==> src/rtl/pbus_pkg.sv <==
package pbus_pkg;

    // Width of every programmable phase count
    localparam int PH_W      = 4;
    // Upper bound on beats per word (IN_W / BUS_W must not exceed it)
    localparam int MAX_BEATS = 8;
    localparam int BIDX_W    = $clog2(MAX_BEATS);

    typedef enum logic [2:0] {
        PH_IDLE,
        PH_ADDR,
        PH_DATA,
        PH_HOLD,
        PH_TURN
    } phase_e;

    typedef struct packed {
        logic            mode;
        logic [PH_W-1:0] turn;
        logic [PH_W-1:0] dset;
        logic [PH_W-1:0] aset;
    } timing_t;

    // Index of the lowest set bit; zero when none is set
    function automatic logic [BIDX_W-1:0] lowest_set(input logic [MAX_BEATS-1:0] m);
        logic [BIDX_W-1:0] r;
        r = '0;
        for (int i = MAX_BEATS - 1; i >= 0; i--) begin
            if (m[i]) r = BIDX_W'(i);
        end
        return r;
    endfunction

endpackage

==> src/rtl/pbus_beat_sel.sv <==
module pbus_beat_sel
    import pbus_pkg::*;
#(
    parameter int IN_W  = 32,
    parameter int BUS_W = 16
) (
    input  logic               clk,
    input  logic               rst,
    input  logic               load,
    input  logic               advance,
    input  logic [IN_W-1:0]    word_in,
    input  logic [IN_W/8-1:0]  be_in,
    output logic               in_any,
    output logic               more,
    output logic [BUS_W-1:0]   beat_data
);
    localparam int NB    = IN_W / BUS_W;
    localparam int BPB   = BUS_W / 8;
    localparam int IDX_W = (NB > 1) ? $clog2(NB) : 1;

    logic [NB-1:0]        mask_in;
    logic [NB-1:0]        src_mask;
    logic [NB-1:0]        clr;
    logic [NB-1:0]        rem_q;
    logic [IN_W-1:0]      word_q;
    logic [IN_W-1:0]      src_word;
    logic [MAX_BEATS-1:0] pad;
    logic [IDX_W-1:0]     pick;
    logic [BUS_W-1:0]     beat_nx;
    logic [BUS_W-1:0]     beat_q;

    for (genvar g = 0; g < NB; g++) begin : g_mask
        assign mask_in[g] = |be_in[g*BPB +: BPB];
    end

    assign src_mask = load ? mask_in : rem_q;
    assign src_word = load ? word_in : word_q;

    always_comb begin
        pad          = '0;
        pad[NB-1:0]  = src_mask;
        pick         = IDX_W'(lowest_set(pad));
        beat_nx      = '0;
        clr          = '0;
        for (int i = 0; i < NB; i++) begin
            if (pick == IDX_W'(i)) begin
                beat_nx = src_word[i*BUS_W +: BUS_W];
                clr[i]  = 1'b1;
            end
        end
    end

    always_ff @(posedge clk) begin
        if (rst) begin
            word_q <= '0;
            rem_q  <= '0;
            beat_q <= '0;
        end else if (load || advance) begin
            if (load) word_q <= word_in;
            rem_q  <= src_mask & ~clr;
            beat_q <= beat_nx;
        end
    end

    assign in_any    = |mask_in;
    assign more      = |rem_q;
    assign beat_data = beat_q;

    // Pending beats only shrink between loads, so no beat is sent twice
    assert_rem_shrinks_R4: assert property (@(posedge clk) disable iff (rst)
        !$past(load) |-> ((rem_q & ~$past(rem_q)) == '0));

endmodule

==> src/rtl/pbus_phase_fsm.sv <==
module pbus_phase_fsm
    import pbus_pkg::*;
(
    input  logic    clk,
    input  logic    rst,
    input  logic    start,
    input  logic    more,
    input  timing_t tcfg,
    output phase_e  phase_d,
    output logic    step,
    output logic    idle
);
    phase_e          phase_q;
    logic [PH_W-1:0] cnt_q;
    logic [PH_W-1:0] cnt_d;
    logic [PH_W-1:0] dlen_m1;
    logic [PH_W-1:0] turn_m1;
    phase_e          beat_ph;
    logic [PH_W-1:0] beat_cnt;
    logic            split_gap;

    assign dlen_m1   = (tcfg.dset == '0) ? '0 : tcfg.dset - PH_W'(1);
    assign turn_m1   = tcfg.turn - PH_W'(1);
    assign beat_ph   = (tcfg.aset != '0) ? PH_ADDR : PH_DATA;
    assign beat_cnt  = (tcfg.aset != '0) ? tcfg.aset - PH_W'(1) : dlen_m1;
    assign split_gap = tcfg.mode && (tcfg.turn != '0);

    always_comb begin
        phase_d = phase_q;
        cnt_d   = cnt_q;
        step    = 1'b0;
        unique case (phase_q)
            PH_IDLE: begin
                if (start) begin
                    phase_d = beat_ph;
                    cnt_d   = beat_cnt;
                end
            end
            PH_ADDR: begin
                if (cnt_q == '0) begin
                    phase_d = PH_DATA;
                    cnt_d   = dlen_m1;
                end else begin
                    cnt_d = cnt_q - PH_W'(1);
                end
            end
            PH_DATA: begin
                if (cnt_q == '0) phase_d = PH_HOLD;
                else             cnt_d   = cnt_q - PH_W'(1);
            end
            PH_HOLD: begin
                if (more && !split_gap) begin
                    step    = 1'b1;
                    phase_d = beat_ph;
                    cnt_d   = beat_cnt;
                end else if (more || tcfg.turn != '0) begin
                    phase_d = PH_TURN;
                    cnt_d   = turn_m1;
                end else begin
                    phase_d = PH_IDLE;
                end
            end
            PH_TURN: begin
                if (cnt_q != '0) begin
                    cnt_d = cnt_q - PH_W'(1);
                end else if (more) begin
                    step    = 1'b1;
                    phase_d = beat_ph;
                    cnt_d   = beat_cnt;
                end else begin
                    phase_d = PH_IDLE;
                end
            end
            default: phase_d = PH_IDLE;
        endcase
    end

    always_ff @(posedge clk) begin
        if (rst) begin
            phase_q <= PH_IDLE;
            cnt_q   <= '0;
        end else begin
            phase_q <= phase_d;
            cnt_q   <= cnt_d;
        end
    end

    assign idle = (phase_q == PH_IDLE);

    // The hold cycle that closes each beat is exactly one cycle long
    assert_hold_single_R2: assert property (@(posedge clk) disable iff (rst)
        (phase_q == PH_HOLD) |=> (phase_q != PH_HOLD));

    // The address-phase counter never starts above the programmed setup
    assert_addr_bound_R2: assert property (@(posedge clk) disable iff (rst)
        (phase_q == PH_ADDR) |-> (cnt_q < tcfg.aset));

endmodule

==> src/rtl/pbus_pin_drv.sv <==
module pbus_pin_drv
    import pbus_pkg::*;
(
    input  logic   clk,
    input  logic   rst,
    input  phase_e phase_d,
    input  logic   accept,
    input  logic   dc_in,
    output logic   cs_n,
    output logic   wr_n,
    output logic   dc
);
    // Pins come straight from flops so the display sees no decode glitches
    always_ff @(posedge clk) begin
        if (rst) begin
            cs_n <= 1'b1;
            wr_n <= 1'b1;
            dc   <= 1'b0;
        end else begin
            cs_n <= !(phase_d inside {PH_ADDR, PH_DATA, PH_HOLD});
            wr_n <= (phase_d != PH_DATA);
            if (accept) dc <= dc_in;
        end
    end

endmodule

==> src/rtl/pbus_write_ctrl.sv <==
module pbus_write_ctrl
    import pbus_pkg::*;
#(
    parameter int IN_W  = 32,
    parameter int BUS_W = 16
) (
    input  logic                clk,
    input  logic                rst,
    input  logic                req_valid,
    output logic                req_ready,
    input  logic [IN_W-1:0]     req_data,
    input  logic [IN_W/8-1:0]   req_be,
    input  logic                req_dc,
    input  logic [PH_W-1:0]     cfg_addset,
    input  logic [PH_W-1:0]     cfg_datast,
    input  logic [PH_W-1:0]     cfg_busturn,
    input  logic                cfg_mode,
    output logic                bus_cs_n,
    output logic                bus_wr_n,
    output logic                bus_dc,
    output logic [BUS_W-1:0]    bus_data
);
    timing_t tcfg;
    phase_e  phase_d;
    logic    accept;
    logic    in_any;
    logic    more;
    logic    step;
    logic    idle;

    assign tcfg   = '{mode: cfg_mode, turn: cfg_busturn, dset: cfg_datast, aset: cfg_addset};
    assign accept = req_valid && idle;

    pbus_beat_sel #(.IN_W(IN_W), .BUS_W(BUS_W)) u_sel (
        .clk       (clk),
        .rst       (rst),
        .load      (accept),
        .advance   (step),
        .word_in   (req_data),
        .be_in     (req_be),
        .in_any    (in_any),
        .more      (more),
        .beat_data (bus_data)
    );

    pbus_phase_fsm u_fsm (
        .clk     (clk),
        .rst     (rst),
        .start   (accept && in_any),
        .more    (more),
        .tcfg    (tcfg),
        .phase_d (phase_d),
        .step    (step),
        .idle    (idle)
    );

    pbus_pin_drv u_pins (
        .clk     (clk),
        .rst     (rst),
        .phase_d (phase_d),
        .accept  (accept),
        .dc_in   (req_dc),
        .cs_n    (bus_cs_n),
        .wr_n    (bus_wr_n),
        .dc      (bus_dc)
    );

    assign req_ready = idle;

    assert_busy_not_ready_R9: assert property (@(posedge clk) disable iff (rst)
        !bus_cs_n |-> !req_ready);

    assert_data_at_strobe_R11: assert property (@(posedge clk) disable iff (rst)
        $rose(bus_wr_n) |-> $stable(bus_data));

    assert_dc_steady_R10: assert property (@(posedge clk) disable iff (rst)
        (!bus_cs_n && !$past(bus_cs_n)) |-> $stable(bus_dc));

    assert_setup_before_strobe_R2: assert property (@(posedge clk) disable iff (rst)
        ($fell(bus_wr_n) && cfg_addset != '0) |-> !$past(bus_cs_n));

    assert_empty_word_R5: assert property (@(posedge clk) disable iff (rst)
        (req_valid && req_ready && req_be == '0) |=> req_ready);

endmodule

==> config.mk <==
export PLATFORM = sky130hd
export DESIGN_NAME = pbus_write_ctrl
export DESIGN_NICKNAME = d
export VERILOG_FILES = /design/src/rtl/pbus_pkg.sv /design/src/rtl/pbus_beat_sel.sv /design/src/rtl/pbus_phase_fsm.sv /design/src/rtl/pbus_pin_drv.sv /design/src/rtl/pbus_write_ctrl.sv
export SDC_FILE = /design/constraint.sdc
export NUM_CORES = 1
export LEC_CHECK = 0
export ABC_CLOCK_PERIOD_IN_PS = 2200
export BUFFER_PORTS_ARGS = -buffer_cell sky130_fd_sc_hd__buf_2
export CAP_MARGIN = 20
export CORE_MARGIN = 2
export CORE_UTILIZATION = 41
export CTS_CLUSTER_DIAMETER = 80
export DETAILED_ROUTE_END_ITERATION = 10
export GPL_TIMING_DRIVEN = 0
export HOLD_SLACK_MARGIN = 0.08
export PLACE_DENSITY = 0.64
export SLEW_MARGIN = 10
export SYNTH_ARGS = -nofsm -noshare
export SYNTH_HDL_FRONTEND = slang
export SYNTH_SLANG_ARGS = --single-unit
==> constraint.sdc <==
create_clock -name clk -period 2.2 [get_ports clk]
set_input_delay 0.22 -clock clk [delete_from_list [all_inputs] [get_ports clk]]
set_output_delay 0.22 -clock clk [all_outputs]
set_load 0.01 [all_outputs]
==> results.md <==
* Critical path, cell by cell: or4b_4, nor4_4, a31oi_4, buf_12, mux4_2, a22o_1
* Final hold violation count at 0
* Max Transition Viols Final at 0
* Count of distinct cell types in the synthesized netlist at 45
* Prevailing post-synth register cell: sky130_fd_sc_hd__dfxtp_1
* DP HPWL at 6030 µm
* Number of flops mapped to enable cells by yosys at 0
* Share of cells above drive strength 1 at 33.0%
* Crit end category: flip-flop
* # DRC at 0
* Worst clock skew on the final layout at 7.26 ps
* Synthesis-to-layout area growth at 28.4%
* Violation count after the first detailed-routing iteration at 128
* Layout Cells excl Fill at 535
* Total congestion overflow at 0
* Total Power Consumption at 4.51 mW
* Worst Slack Setup Final at -31.3 ps
* Yosys synthesis warning count at 0
* Clock transition at the registers of the reported paths at 80 ps
* Max layer used: met4
* Hold Crit Depth at 3
* Total net switching power at 1.72 mW
* Number of input and output port buffers inserted at 71
* Worst-case headroom to the max-slew limit at 60.3%
* Routed vias at 2946
* Destination of the worst register-to-register timing path: u_sel.beat_data[7]
* Leakage component of the power at 1.59 nW
* Number of inserted diodes at 0
* Row count at 31
* Post-Syn Area per Cell at 9.04 µm²
* Core area at 0.00721 mm²
* Count of mapped cells out of synthesis at 337
* Core Util, Final at 54.3%
* Peak supply drop at 0.474 mV
* Detailed Routing Iterations Pass 1 at 4
* R2R setup slack at -30 ps
* Register share of total power at 33.0%
* Number of levels the H-tree was split into at 3
* Effective utilization at floorplan at 42.2%
* Die extent in x at 90.2 µm
* Weighted congestion reported at the end of routability-driven placement at 0.808
* CTS Hold Buffers Added at 0
* Share of total power in the clock network at 22.5%
* Total routed wire length on the met1 layer at 3850 µm
* Tot GR Track Use at 21.4%
* Die outline area at 0.00814 mm²
* Count of nets after finishing at 489
* Main combinational cell family by area after synthesis: compound AO/OA/AOI/OAI gates
* Total routed wirelength at 8580 µm
* Internal cell power at 2.79 mW
* Crit Reg-Reg Startpoint: u_fsm.phase_q[1]
* Minimum clock period after layout at 2230 ps
* Maximum clock rate at 448 MHz
* Share of the synthesized netlist area taken by xor and xnor gates at 1.44%
* DR WL met2 at 4110 µm
* Later-pin clock latency in the skew report at 350 ps
* Combinational group share of total power at 44.5%
* Amount of wire on met3 after detailed routing at 453 µm
* WHS at 113 ps
* RSZ-0062 raised after global routing: yes
* Dpl cells at 507
* Worst-case setup slack after placement at -581 ps
* Violated checks: setup timing
* Top-level port count at 73
* Portion of the clock cycle consumed by the worst path in the final layout at 101%
* Share of flip-flops with an asynchronous set or reset after synthesis at 0%
* Maximum fanout along the worst path at 6
* Number of buffers added by the clock tree synthesis step at 9
* Synthesized-area fraction occupied by and/or/nand/nor cells at 20.0%
* Least-Margin Pin Slew at 596 ps
* Worst EP arrival at 2480 ps
* WL per Instance at 16.0 µm
* DRT antenna net count at 0
* Maximum number of pins on one net before global-route repair at 13
* Routed vias/inst at 5.51
* Cell Pwr Density at 1150 mW/mm²
* Mux share of post-synthesis cell area at 12.3%
* Synthesized-area fraction occupied by ao, oa, aoi and oai cells at 20.1%
* Maximum single-stage delay on the critical path at 590 ps
* Outcome: complete, but fails checks
* Cell with the largest stage delay on the worst path: sky130_fd_sc_hd__or4b_4
* Count of max-cap constraint violations at 0
* Clock buffer depth at 2
* Antenna violations before repair at 0
* Worst Min Path Start: req_data[30]
* CP startpoint kind: flip-flop
* Vias in the first global route at 2815
* Path depth of the worst reg2reg path at 6
* Count of clock tree sinks at 60
* Switching share of power at 38.1%
* Number of synthesized register bits at 60
* Portion of the post-synthesis area used by sequential elements at 39.4%
* Leading cell types in the layout, fill and taps excluded: sky130_fd_sc_hd__buf_2 (73), sky130_fd_sc_hd__nand2_1 (72), sky130_fd_sc_hd__dfxtp_1 (57)
* Fill cell count at 715
* Data required, critical path at 2450 ps
* Vertical die dimension at 90.2 µm
* Netlist area before placement at 0.00305 mm²
* Final Setup Violations at 9
* Clock Root Buffer: sky130_fd_sc_hd__clkbuf_8
* Type of the worst setup path: reg -> reg
* Adder-cell share of the synthesized area at 2.38%
* Hold worst-path end: u_sel.word_q[30]
* Worst hold-check path type: in -> reg
* TritonCTS clock tree: done
* Most common cell after layout, fill and taps aside: sky130_fd_sc_hd__buf_2
* Number of nets produced by synthesis at 395
* First-pass GRT wire length at 13700 µm
-- routing by layer --
metal,up-vias,global-route usage (%)
met5,-,0
met4,0,9.10
met3,17,5.78
met2,88,35.7
met1,1421,26.1
li1,1420,-
-- synthesized netlist by cell type, types with 5 or more instances --
cell                       count  area [µm²]
sky130_fd_sc_hd__a211oi_1      6        45.0
sky130_fd_sc_hd__a21oi_1      40         200
sky130_fd_sc_hd__a22o_1       17         149
sky130_fd_sc_hd__buf_2         7        35.0
sky130_fd_sc_hd__clkbuf_1     13        48.8
sky130_fd_sc_hd__dfxtp_1      60        1200
sky130_fd_sc_hd__ha_1          5        62.6
sky130_fd_sc_hd__inv_1         8        30.0
sky130_fd_sc_hd__mux4_2       12         270
sky130_fd_sc_hd__nand2_1      72         270
sky130_fd_sc_hd__nor2_1       21        78.8
sky130_fd_sc_hd__nor3_1       10        50.1
sky130_fd_sc_hd__o21ai_0       7        35.0
sky130_fd_sc_hd__xnor2_1       5        43.8
-- power by group through the flow --
stage,logic (mW),clock network [mW],registers [mW]
global route,2.19,1.08,1.52
global placement,1.73,0,1.49
CTS,1.92,1.03,1.48
finish,2.01,1.01,1.49
detailed placement,1.76,0,1.50
floorplan,1.26,0,1.50
-- state kept, by name (all words and copies together) (netlist names) --
signal           count
u_sel.word_q        32
u_sel.beat_data     16
u_pins.cs_n          1
u_fsm.cnt_q          4
u_fsm.phase_q        3
u_pins.dc            1
u_sel.rem_q          2
u_pins.wr_n          1
-- cell families (layout without fill, tap and decap cells) --
| family | Yosys count | after routing |
|---|---|---|
| and+or+nand+nor | 129 | 129 |
| adders and majority gates | 6 | 6 |
| xor gates and xnor gates | 5 | 5 |
| AOI/OAI and AO/OA | 91 | 91 |
| buffers and inverters | 30 | 129 |
| DFF | 60 | 60 |
| muxes | 16 | 16 |
-- layout make-up --
cell class	instances	area [µm²]	share of cell area, %
buffer	21	121	3.10
clock buffer	9	124	3.16
clock inverter	7	75.1	1.92
multi-input combinational	247	1750	44.7
timing repair buffer	84	483	12.3
sequential	60	1210	30.8
inverter	8	30.0	0.767
tap	99	124	3.16
-- per-stage QoR --
stage	area (µm²)	setup TNS (ps)
global placement	3540	-15300
detailed placement	3540	-16760
global route	3920	-902
CTS	3850	-1350
finish	3920	-169
floorplan	3060	-215
-- worst max path at each step --
| stage | start | end | slack [ps] | cells past startpoint |
|---|---|---|---|---|
| 2_1_floorplan | u_fsm.phase_q[1] | u_sel.beat_data[11] | -50 | 6 |
| 3_3_place_gp | cfg_busturn[0] | u_sel.beat_data[8] | -540 | 10 |
| 3_5_place_dp | cfg_busturn[0] | u_sel.beat_data[8] | -580 | 10 |
| 4_1_cts | u_fsm.phase_q[2] | u_sel.beat_data[11] | -130 | 7 |
| 5_1_grt | u_fsm.phase_q[1] | u_sel.beat_data[9] | -120 | 6 |
| 6_report | u_fsm.phase_q[1] | u_sel.beat_data[7] | -30 | 6 |
-- critical path, delay by kind of cell, from the launching register on --
| family | cells | cell delay (ps) |
|---|---|---|
| simple gates | 2 | 900 |
| mux | 1 | 410 |
| flops | 1 | 330 |
| compound gates | 2 | 300 |
| buf+inv | 1 | 180 |
-- what timing repair did --
item	4_1_cts	5_1_grt
gates cloned	0	1
pin swaps	4	7
resized for setup	23	5
buffers inserted	6	6
setup endpoints to repair	58	41
(Power assumes the default switching activity.)
